[src/rtl/frame_pattern_gen.sv]
module frame_pattern_gen #(
  parameter int GRP = 8
) (
  input  logic           clk,
  input  logic           rst_n,
  input  logic           start,
  input  logic [3:0]     tens_i,
  input  logic [3:0]     units_i,
  output logic           busy,
  output logic           bit_valid,
  output logic           bit_out,
  output logic           grp_valid,
  output logic [GRP-1:0] grp_data,
  output logic           grp_last,
  output logic           done
);
  localparam int NBITS = 100;
  localparam int CW    = $clog2(NBITS);
  localparam int REM   = NBITS % GRP;
  localparam logic [GRP-1:0] TAIL_MASK = (REM == 0) ? {GRP{1'b1}} : GRP'((1 << REM) - 1);

  function automatic logic [8:0] bcd_sub(input logic [7:0] a, input logic [7:0] b);
    logic [4:0] lo, hi;
    logic bl, bh;
    lo = {1'b0, a[3:0]} - {1'b0, b[3:0]};
    bl = lo[4];
    if (bl) lo = lo + 5'd10;
    hi = {1'b0, a[7:4]} - {1'b0, b[7:4]} - {4'b0, bl};
    bh = hi[4];
    if (bh) hi = hi + 5'd10;
    return {bh, hi[3:0], lo[3:0]};
  endfunction

  function automatic logic [8:0] bcd_add(input logic [7:0] a, input logic [7:0] b);
    logic [4:0] lo, hi;
    logic cl, ch;
    lo = {1'b0, a[3:0]} + {1'b0, b[3:0]};
    cl = lo > 5'd9;
    if (cl) lo = lo - 5'd10;
    hi = {1'b0, a[7:4]} + {1'b0, b[7:4]} + {4'b0, cl};
    ch = hi > 5'd9;
    if (ch) hi = hi - 5'd10;
    return {ch, hi[3:0], lo[3:0]};
  endfunction

  logic [7:0]     p_q, comp_q, acc;
  logic           neg;
  logic [CW-1:0]  cnt;
  logic [GRP-2:0] sh;
  logic [8:0]     step;
  logic           at_end, grp_edge;

  assign step     = neg ? bcd_add(acc, comp_q) : bcd_sub(acc, p_q);
  assign at_end   = cnt == CW'(NBITS - 1);
  assign grp_edge = (cnt % CW'(GRP)) == CW'(GRP - 1);

  always_ff @(posedge clk) begin
    if (!rst_n) begin
      p_q <= '0; comp_q <= '0; acc <= '0; neg <= 1'b0; cnt <= '0; sh <= '0;
      busy <= 1'b0; bit_valid <= 1'b0; bit_out <= 1'b0;
      grp_valid <= 1'b0; grp_data <= '0; grp_last <= 1'b0; done <= 1'b0;
    end else begin
      bit_valid <= 1'b0;
      grp_valid <= 1'b0;
      grp_last  <= 1'b0;
      done      <= grp_valid && grp_last;
      if (!busy) begin
        if (start) begin
          p_q    <= {tens_i, units_i};
          comp_q <= bcd_sub(8'h00, {tens_i, units_i})[7:0];
          acc    <= '0;
          neg    <= 1'b0;
          cnt    <= '0;
          busy   <= 1'b1;
        end
      end else begin
        bit_valid <= 1'b1;
        bit_out   <= neg;
        sh        <= {sh[GRP-3:0], neg};
        acc       <= step[7:0];
        neg       <= neg ? ~step[8] : step[8];
        cnt       <= cnt + 1'b1;
        if (at_end) begin
          busy      <= 1'b0;
          grp_valid <= 1'b1;
          grp_last  <= 1'b1;
          grp_data  <= {sh, neg} & TAIL_MASK;
        end else if (grp_edge) begin
          grp_valid <= 1'b1;
          grp_data  <= {sh, neg};
        end
      end
    end
  end


  acc_bcd_chk: assert property (@(posedge clk) disable iff (!rst_n)
    (acc[3:0] <= 4'd9) && (acc[7:4] <= 4'd9));

  digits_bcd_chk: assert property (@(posedge clk) disable iff (!rst_n)
    start |-> (tens_i <= 4'd9) && (units_i <= 4'd9));

  start_busy_chk: assert property (@(posedge clk) disable iff (!rst_n)
    (start && !busy) |=> busy);

  zero_frac_chk: assert property (@(posedge clk) disable iff (!rst_n)
    (bit_valid && p_q == 8'h00) |-> !bit_out);

  grp_needs_bit_chk: assert property (@(posedge clk) disable iff (!rst_n)
    grp_valid |-> bit_valid);

  done_pulse_chk: assert property (@(posedge clk) disable iff (!rst_n)
    done |=> !done);

  done_idle_chk: assert property (@(posedge clk) disable iff (!rst_n)
    done |-> !busy);

  start_ignored_chk: assert property (@(posedge clk) disable iff (!rst_n)
    (busy && start) |=> $stable(p_q));
endmodule

[config.mk]
export PLATFORM = sky130hd
export DESIGN_NAME = frame_pattern_gen
export DESIGN_NICKNAME = d
export VERILOG_FILES = /design/src/rtl/frame_pattern_gen.sv
export SDC_FILE = /design/constraint.sdc
export NUM_CORES = 1
export LEC_CHECK = 0
export BUFFER_PORTS_ARGS = -buffer_cell sky130_fd_sc_hd__buf_4
export CAP_MARGIN = 10
export CORE_UTILIZATION = 43
export CTS_CLUSTER_DIAMETER = 100
export DETAILED_ROUTE_END_ITERATION = 12
export PLACE_DENSITY = 0.56
export SLEW_MARGIN = 20
export SYNTH_ARGS = -nofsm -noshare
export SYNTH_HDL_FRONTEND = slang
export SYNTH_SLANG_ARGS = --single-unit
export TNS_END_PERCENT = 20
[constraint.sdc]
create_clock -name clk -period 7.17 [get_ports clk]
set_input_delay 2.151 -clock clk [delete_from_list [all_inputs] [get_ports clk]]
set_output_delay 2.151 -clock clk [all_outputs]
set_load 0.005 [all_outputs]
Word-level counts from Yosys, hierarchy flattened
Index checks and enable logic that the tools add are counted.

cells by class
  $add $sub $neg = 16
  magnitude comparators = 2
  equality and inequality tests = 2
  mux-type cells = 23
  bitwise operators = 2
  reduce and logical (&&, ||, !) cells = 6

operators with widths
  kind                                                                   count
  8-bit 2-to-1 mux                                                       4
  4-bit 2-to-1 mux                                                       6
  4-bit adder (second input constant)                                    4
  7-bit 2-to-1 mux                                                       2
  4-bit by 4-bit adder with 5-bit output                                 2
  5-bit by 4-bit > comparator with 1-bit output (second input constant)  2
  1-bit 2-to-1 mux                                                       10
  1-bit by 4-bit subtractor with 5-bit output (first input constant)     2
  4-bit by 4-bit subtractor with 5-bit output                            2
  5-bit by 1-bit subtractor with 5-bit output                            2
  9-bit 2-to-1 mux                                                       1
  4-bit subtractor (second input constant)                               2
  7-bit by 1-bit adder with 7-bit output (second input constant)         1
  7-bit == test (second input constant)                                  1
  2-bit AND reduction                                                    3
  5-bit by 1-bit adder with 5-bit output                                 1
  2-bit nonzero test                                                     2
  3-bit == test (second input constant)                                  1
  1-bit inverter                                                         2
  1-bit logical AND                                                      1

word-level totals
  bits in registers = 53
  bits of input ports = 11
  logic and storage cells = 64

Logic depth before layout (Yosys ltp)
Gate-level depths: netlist of the first run.

  depth after elaboration = 9
  mapped depth = 19
  depth with buffers taken out = 19

Least setup slack after synthesis of the first run
Ideal clock, no wire load.

  path type = in2reg
  from = input port units_i[0]
  to = register comp_q[7]
  arrival = 4.057 ns
  data required time = 7.038 ns
  path slack = 2.980 ns
  stages = 12
  path buffers = 0
  cell sequence = inv_1 ha_1 nor3b_1 ha_1 ha_1 inv_1 ha_1 inv_1 ha_1 or3_1 nand3_1 a21oi_1

between the ends
  longest elaborated chain between the ends = 4

RTL lines
  item                                             RTL line  source
  start: declaration                               8         input logic [3:0] units_i,
  1-bit by 4-bit subtractor with 5-bit output (*)  25        lo = {1'b0, a[3:0]} - {1'b0, b[3:0]};
  5-bit by 1-bit subtractor with 5-bit output (*)  28        hi = {1'b0, a[7:4]} - {1'b0, b[7:4]} - {4'b0, bl};
  4-bit adder                                      30        if (bh) hi = hi + 5'd10;
  4-bit 2-to-1 mux (*)                             30
  end signal: assignment                           70        comp_q <= bcd_sub(8'h00, {tens_i, units_i})[7:0];
  end: declaration                                 46        logic [7:0] p_q, comp_q, acc;

Mark *: on every way between the ends. The rest lies on a longest branch, timed or not.
A chain may end at the register's enable or synchronous reset.

Final worst setup path of the first run
Same ends and word-level chain as after synthesis.

==> flow_summary.json, run 1 <==
{
  "worst_pin_slew_ps": 947,
  "ys_top_cells_by_area": "dfxtp_1 (32%), ha_1 (13%), a21oi_1 (5.9%)",
  "crit_arrival_ps": 4420,
  "wl_per_cell_um": 13.0,
  "grt_usage_pct": 17.9,
  "synth_top_area_share_pct": 32.5,
  "min_path_cells": 2,
  "yosys-mux-area-fraction_pct": 3.86,
  "synth-simple-area-share_pct": 19.6,
  "end_kind": "flop",
  "maxSlewViolCount": 0,
  "dp_hpwl_um": 4590,
  "p_clk_share_pct": 23.4,
  "syn-instance-count": 373,
  "sw_frac_of_total_pct": 36.5,
  "cts_hold_buf": 0,
  "r2r_end": "acc[6]",
  "slowest_delay_ps": 430,
  "rows": 30,
  "crit_chain": "buf_4, inv_1, ha_1, nor3b_1, ha_1, ha_1, inv_1, ha_1, inv_1, ha_1, or3_1, nand3_1, a21oi_1",
  "worst_slack_ps": 2920,
  "grt_pass1_vias": 2363,
  "hold_class": "flop to flop",
  "yosysMostFrequentCell": "dfxtp_1",
  "powerDensity_nw_per_um2": 292,
  "worstReg2RegStart": "p_q[0]",
  "cts_buffers": 5,
  "ir_worst_vdd_mv": 0.127,
  "worstSetupStartpointType": "input port",
  "synthXorXnorAreaFrac_pct": 5.57,
  "hold_path_end": "comp_q[4]",
  "layout.nets": 441,
  "min_period_over_period_pct": 59.3,
  "hold_path_startpoint": "comp_q[4]",
  "synth-compound-area-share_pct": 16.2,
  "rsz0062_at_grt": "false",
  "clockBufferDepth": 2,
  "worst-path-buf-inv": 4,
  "clk_pin_slew_ps": 100,
  "setup_viol": 0,
  "synth_common_cells": "dfxtp_1 (51), nand2_1 (41), a21oi_1 (37), inv_1 (33), nor2_1 (33)",
  "seq_area_um2": 1020,
  "critical_path_class": "input port to flop",
  "htree_levels": 2,
  "antenna_found_initial": 0,
  "ys_seq_area_share_pct": 32.5,
  "hold_viol": 0,
  "syn-cell-area_um2": 3140,
  "cts_resized": 0,
  "worstSkewPairLatency_ps": 310,
  "drtIter0Drc": 93,
  "cts_setup_buffers": 0,
  "min_period_ps": 4250,
  "routabilityCongestion": 0.870,
  "critical-path-top-delay-family": "adder cells",
  "ios": 25,
  "fin_skew_ps": 7.49,
  "port_buffers": 24,
  "synthAdderAreaFrac_pct": 16.6,
  "drc": 0,
  "ys.warnings.count": 0,
  "r2r.worst_path.cells": 18,
  "multiInputGateArea_um2": 1940,
  "via_per_inst": 5.17,
  "coreArea_um2": 6940,
  "die_x_um": 87.5,
  "yosysTopAreaCell": "dfxtp_1",
  "synth_ff_type": "dfxtp_1",
  "fmax_mhz": 235,
  "ys_ff_latch": 51,
  "drt_first_pass_iters": 4,
  "setup_tns_ps": 0,
  "area_growth_pct": 12.5,
  "grt_pass1_wl_um": 10700,
  "synth_top_family_by_area": "simple AND/OR/NAND/NOR gates",
  "synthArstFlopShare_pct": 0,
  "leakagePower_nw": 1.50,
  "cap_violations": 0,
  "clock-sinks": 51,
  "pre_cts_ws_ps": 2600,
  "n_antenna_cell": 0,
  "combPwrFrac_pct": 44.0,
  "dieArea_um2": 7660,
  "cts_tree": "done",
  "ant_nets": 0,
  "intPower_mw": 0.657,
  "status": "complete, no violations",
  "worst-path-max-fanout": 3,
  "crit_path_frequent_cell": "ha_1",
  "seqPwrFrac_pct": 32.6,
  "synth_cell_types": 52,
  "relSlewSlack_pct": 36.8,
  "worstPathRequired_ps": 7340,
  "die_h_um": 87.5,
  "overflow": 0,
  "grt_start_max_net_pins": 46,
  "ff2ff_setup_slack_ps": 3180,
  "synth_edf_count": 0,
  "num_vias": 2526,
  "place_inst": 481,
  "layout.cells.non_filler": 489,
  "wl_um": 6370,
  "syn_nets": 422,
  "filler_cell_count": 685,
  "drive_gt1_share_pct": 11.5,
  "root_buffer": "clkbuf_8",
  "syn_avg_cell_area_um2": 8.43,
  "start_util_pct": 45.3,
  "slowest_stage": "nor3b_1",
  "switchingPower_mw": 0.377
}
## kinds of logic after synthesis
group	Yosys count
compound gates	79
fa+ha+maj	38
buf+inv	47
flops	51
xor+xnor	20
mux	12
simple gates	126
## flip-flops by register name, indices dropped and copies added, names as in the netlist
signal / flops
grp_valid: 1
grp_last: 1
bit_valid: 1
p_q: 8
cnt: 7
done: 1
sh: 7
neg: 1
grp_data: 8
comp_q: 7
busy: 1
acc: 8
## routing by layer
metal	GRT usage [%]	vias up	part of all wire, %
met5	0	-	0
met4	5.51	0	1.5
met3	3.13	10	2.3
met2	29.3	22	47
met1	23.9	1179	50
li1	-	1315	-
## worst min-delay path: stages, from the launching register on
cell and delay (ps):
dfxtp_1 320, nand2_1 50, a21oi_1 50
## placed cells by master (no fill, tap or decap), drive strengths merged, types with 2 or more instances in the layout
master and n:
nor3 5, bufinv 2, a31oi 4, and2 6
nand3b 5, a21oi 38, nor2b 4, and3 2
buf 25, xnor2 14, nand4 2, nor2 34
nand2b 6, nor3b 5, clkbuf 5, a211oi 3
o21ai 8, nand3 6, o31ai 4, mux2i 11
dfxtp 51, nor4 3, a21o 2, inv 34
a221oi 2, xor2 6, or3 4, ha 32
o211ai 5, fa 6, nand2 41, a22oi 4
## stage by stage
step	power, mW	utilization, %	instance area (um^2)	hold slack (ps)
floorplan	0.708	-	3140	436
global placement	0.794	49.0	3400	446
detailed placement	0.801	49.0	3400	451
CTS	1.05	50.9	3540	465
global route	1.12	50.9	3540	492
finish	1.03	50.9	3540	461
## worst max-delay path by stage
stage	startpoint	end	slack [ps]	cells after the start
4_1_cts	units_i[0]	comp_q[7]	2940	13
5_1_grt	units_i[0]	comp_q[7]	2710	13
3_3_place_gp	units_i[0]	comp_q[7]	2700	13
3_5_place_dp	units_i[0]	comp_q[7]	2600	13
6_report	units_i[0]	comp_q[7]	2920	13
2_1_floorplan	units_i[0]	comp_q[7]	2980	12
## area by class of cell
class / instances / share of cell area [%]
clock buffer: 5 / 1.95
clock inverter: 3 / 1.91
inverter: 34 / 3.61
multi-input combinational: 275 / 55.0
sequential: 51 / 28.9
tap: 96 / 3.40
timing repair buffer: 25 / 5.31
## power by group through the flow
stage | Combinational [mW] | Clock (mW) | Sequential (mW)
floorplan | 0.378 | 0 | 0.330
global placement | 0.451 | 0 | 0.343
detailed placement | 0.456 | 0 | 0.345
CTS | 0.459 | 0.249 | 0.338
global route | 0.517 | 0.258 | 0.341
finish | 0.455 | 0.242 | 0.337
No activity file was read; power rests on OpenSTA's default activity.
==> inputs of run 2 (changes only) <==
--- a/config.mk
+++ b/config.mk
@@ -10,7 +10,7 @@
 export CORE_UTILIZATION = 43
 export CTS_CLUSTER_DIAMETER = 100
 export DETAILED_ROUTE_END_ITERATION = 12
-export PLACE_DENSITY = 0.56
+export PLACE_DENSITY = 0.59
 export SLEW_MARGIN = 20
 export SYNTH_ARGS = -nofsm -noshare
 export SYNTH_HDL_FRONTEND = slang
==> constraint.sdc (replaced) <==
create_clock -name clk -period 3.6 [get_ports clk]
set_input_delay 1.08 -clock clk [delete_from_list [all_inputs] [get_ports clk]]
set_output_delay 1.08 -clock clk [all_outputs]
set_load 0.005 [all_outputs]
==> flow_summary.json, run 2 (synthesis results as in run 1) <==
{
  "status": "complete, no violations",
  "die_x_um": 87.5,
  "coreArea_um2": 6940,
  "clk_pin_slew_ps": 100,
  "r2r.worst_path.cells": 18,
  "min_path_cells": 2,
  "setup_viol": 0,
  "start_util_pct": 45.3,
  "placed_area_um2": 3490,
  "wl_per_cell_um": 12.3,
  "hold_path_startpoint": "p_q[2]",
  "rsz0062_at_grt": "true",
  "leakagePower_nw": 1.57,
  "design_power_total_mw": 2.10,
  "ff2ff_setup_slack_ps": 130,
  "root_buffer": "clkbuf_8",
  "end_kind": "flop",
  "worstReg2RegStart": "p_q[0]",
  "cts_tree": "done",
  "rows": 30,
  "ir_worst_vdd_mv": 0.244,
  "intPower_mw": 1.32,
  "min_period_over_period_pct": 96.4,
  "switchingPower_mw": 0.784,
  "htree_levels": 2,
  "fmax_mhz": 288,
  "worstSetupStartpointType": "flop",
  "seqPwrFrac_pct": 31.9,
  "hold_class": "flop to flop",
  "sw_frac_of_total_pct": 37.3,
  "grt_start_max_net_pins": 46,
  "filler_cell_count": 693,
  "n_antenna_cell": 0,
  "cts_buffers": 5,
  "grt_usage_pct": 17.5,
  "fin_skew_ps": 10.2,
  "pre_cts_ws_ps": -72.3,
  "drive_gt1_share_pct": 18.0,
  "setup_tns_ps": 0,
  "clock-sinks": 51,
  "area_growth_pct": 16.8,
  "grt_pass1_wl_um": 10700,
  "worst-path-max-fanout": 4,
  "hold_viol": 0,
  "drt_first_pass_iters": 4,
  "final_cell_area_um2": 3670,
  "combPwrFrac_pct": 48.4,
  "worstPathRequired_ps": 3830,
  "cap_violations": 0,
  "layout.nets": 453,
  "routabilityCongestion": 0.852,
  "fin_util_pct": 52.9,
  "crit_start": "p_q[0]",
  "hold_path_end": "p_q[2]",
  "num_vias": 2552,
  "overflow": 0,
  "crit_arrival_ps": 3700,
  "dp_hpwl_um": 4600,
  "dieArea_um2": 7660,
  "critical_path_class": "flop to flop",
  "wl_um": 6160,
  "via_per_inst": 5.09,
  "maxSlewViolCount": 0,
  "antenna_found_initial": 0,
  "ant_nets": 0,
  "final_cell_mix": "dfxtp_1 (48), nand2_1 (40), buf_4 (37)",
  "grt_pass1_vias": 2430,
  "min_period_ps": 3470,
  "largest_registers": "acc: 8 flops, grp_data: 8 flops, p_q: 8 flops",
  "worst_slack_ps": 130,
  "drtIter0Drc": 73,
  "layout_commonest_cell": "dfxtp_1",
  "r2r_end": "acc[6]",
  "relSlewSlack_pct": 47.9,
  "ios": 25,
  "die_h_um": 87.5,
  "port_buffers": 24,
  "worstSkewPairLatency_ps": 310,
  "powerDensity_nw_per_um2": 573,
  "cts_setup_buffers": 0,
  "drc": 0,
  "p_clk_share_pct": 19.7,
  "clockBufferDepth": 2,
  "worst_pin_slew_ps": 781
}
-- run 2: changes by cell type in the layout (fill, tap and decap cells not counted), moves of 3 or more --
| cell | delta |
|---|---|
| dfxtp_1 | -3 |
| fa_2 | +4 |
| inv_1 | -3 |
| fa_1 | -4 |
| dfxtp_2 | +3 |
| inv_2 | +3 |
| buf_4 | +12 |
-- run 2: cell type report --
cell class                 instances  area, um^2  share of cell area, %
sequential                        51        1020                   27.9
tap                               96         120                   3.27
inverter                          34         128                   3.48
clock inverter                     3        47.5                   1.29
clock buffer                       5        68.8                   1.87
multi-input combinational        275        2010                   54.6
timing repair buffer              37         278                   7.56
-- run 2: what timing repair did --
action / 4_1_cts / 5_1_grt
hold buffers: 0 / 0
hold endpoints to repair: 0 / 0
cloned: 0 / 0
pin swaps: 1 / 3
resized for setup: 3 / 17
setup endpoints to repair: 1 / 3
-- run 2: metrics by stage --
step / instances / hold WS (ps)
5_1_grt: 501 / 479
6_report: 501 / 461
2_1_floorplan: 373 / 436
3_5_place_dp: 493 / 450
3_3_place_gp: 493 / 449
4_1_cts: 501 / 463
-- run 2: worst max path at each step --
| stage | to | slack, ps | cells past startpoint |
|---|---|---|---|
| finish | acc[6] | 130 | 18 |
| global route | acc[5] | -40 | 17 |
| CTS | acc[6] | 0.2 | 18 |
| detailed placement | acc[6] | -70 | 17 |
| global placement | acc[6] | 50 | 18 |
| floorplan | acc[6] | 20 | 18 |
-- run 2: power by group through the flow --
stage          Sequential, mW  Clock [mW]  Combinational [mW]
2_1_floorplan           0.657           0               0.752
4_1_cts                 0.670       0.429               0.964
3_5_place_dp            0.682           0               0.951
3_3_place_gp            0.682           0               0.941
6_report                0.670       0.414                1.02
5_1_grt                 0.680       0.453                1.15
-- run 2: worst max-delay path: stages, from the launching register on --
cell and delay (ps):
dfxtp_2 360, ha_4 140, inv_2 30, fa_2 340, xor2_1 190, nand2_1 110
a21oi_2 180, fa_2 230, inv_2 40, fa_2 340, xor2_1 180, inv_1 110
ha_4 170, nand2_2 50, and4_4 210, nor2_4 120, nand2_1 70, a221o_1 310
a221oi_2 210
-- run 2: metal layers --
layer  vias up  GRT usage, %  wire [um]
met5         -             0          0
met4         0          4.62         49
met3         4          2.94        154
met2        28          29.9       2920
met1      1178          23.0       3040
li1       1342             -          -
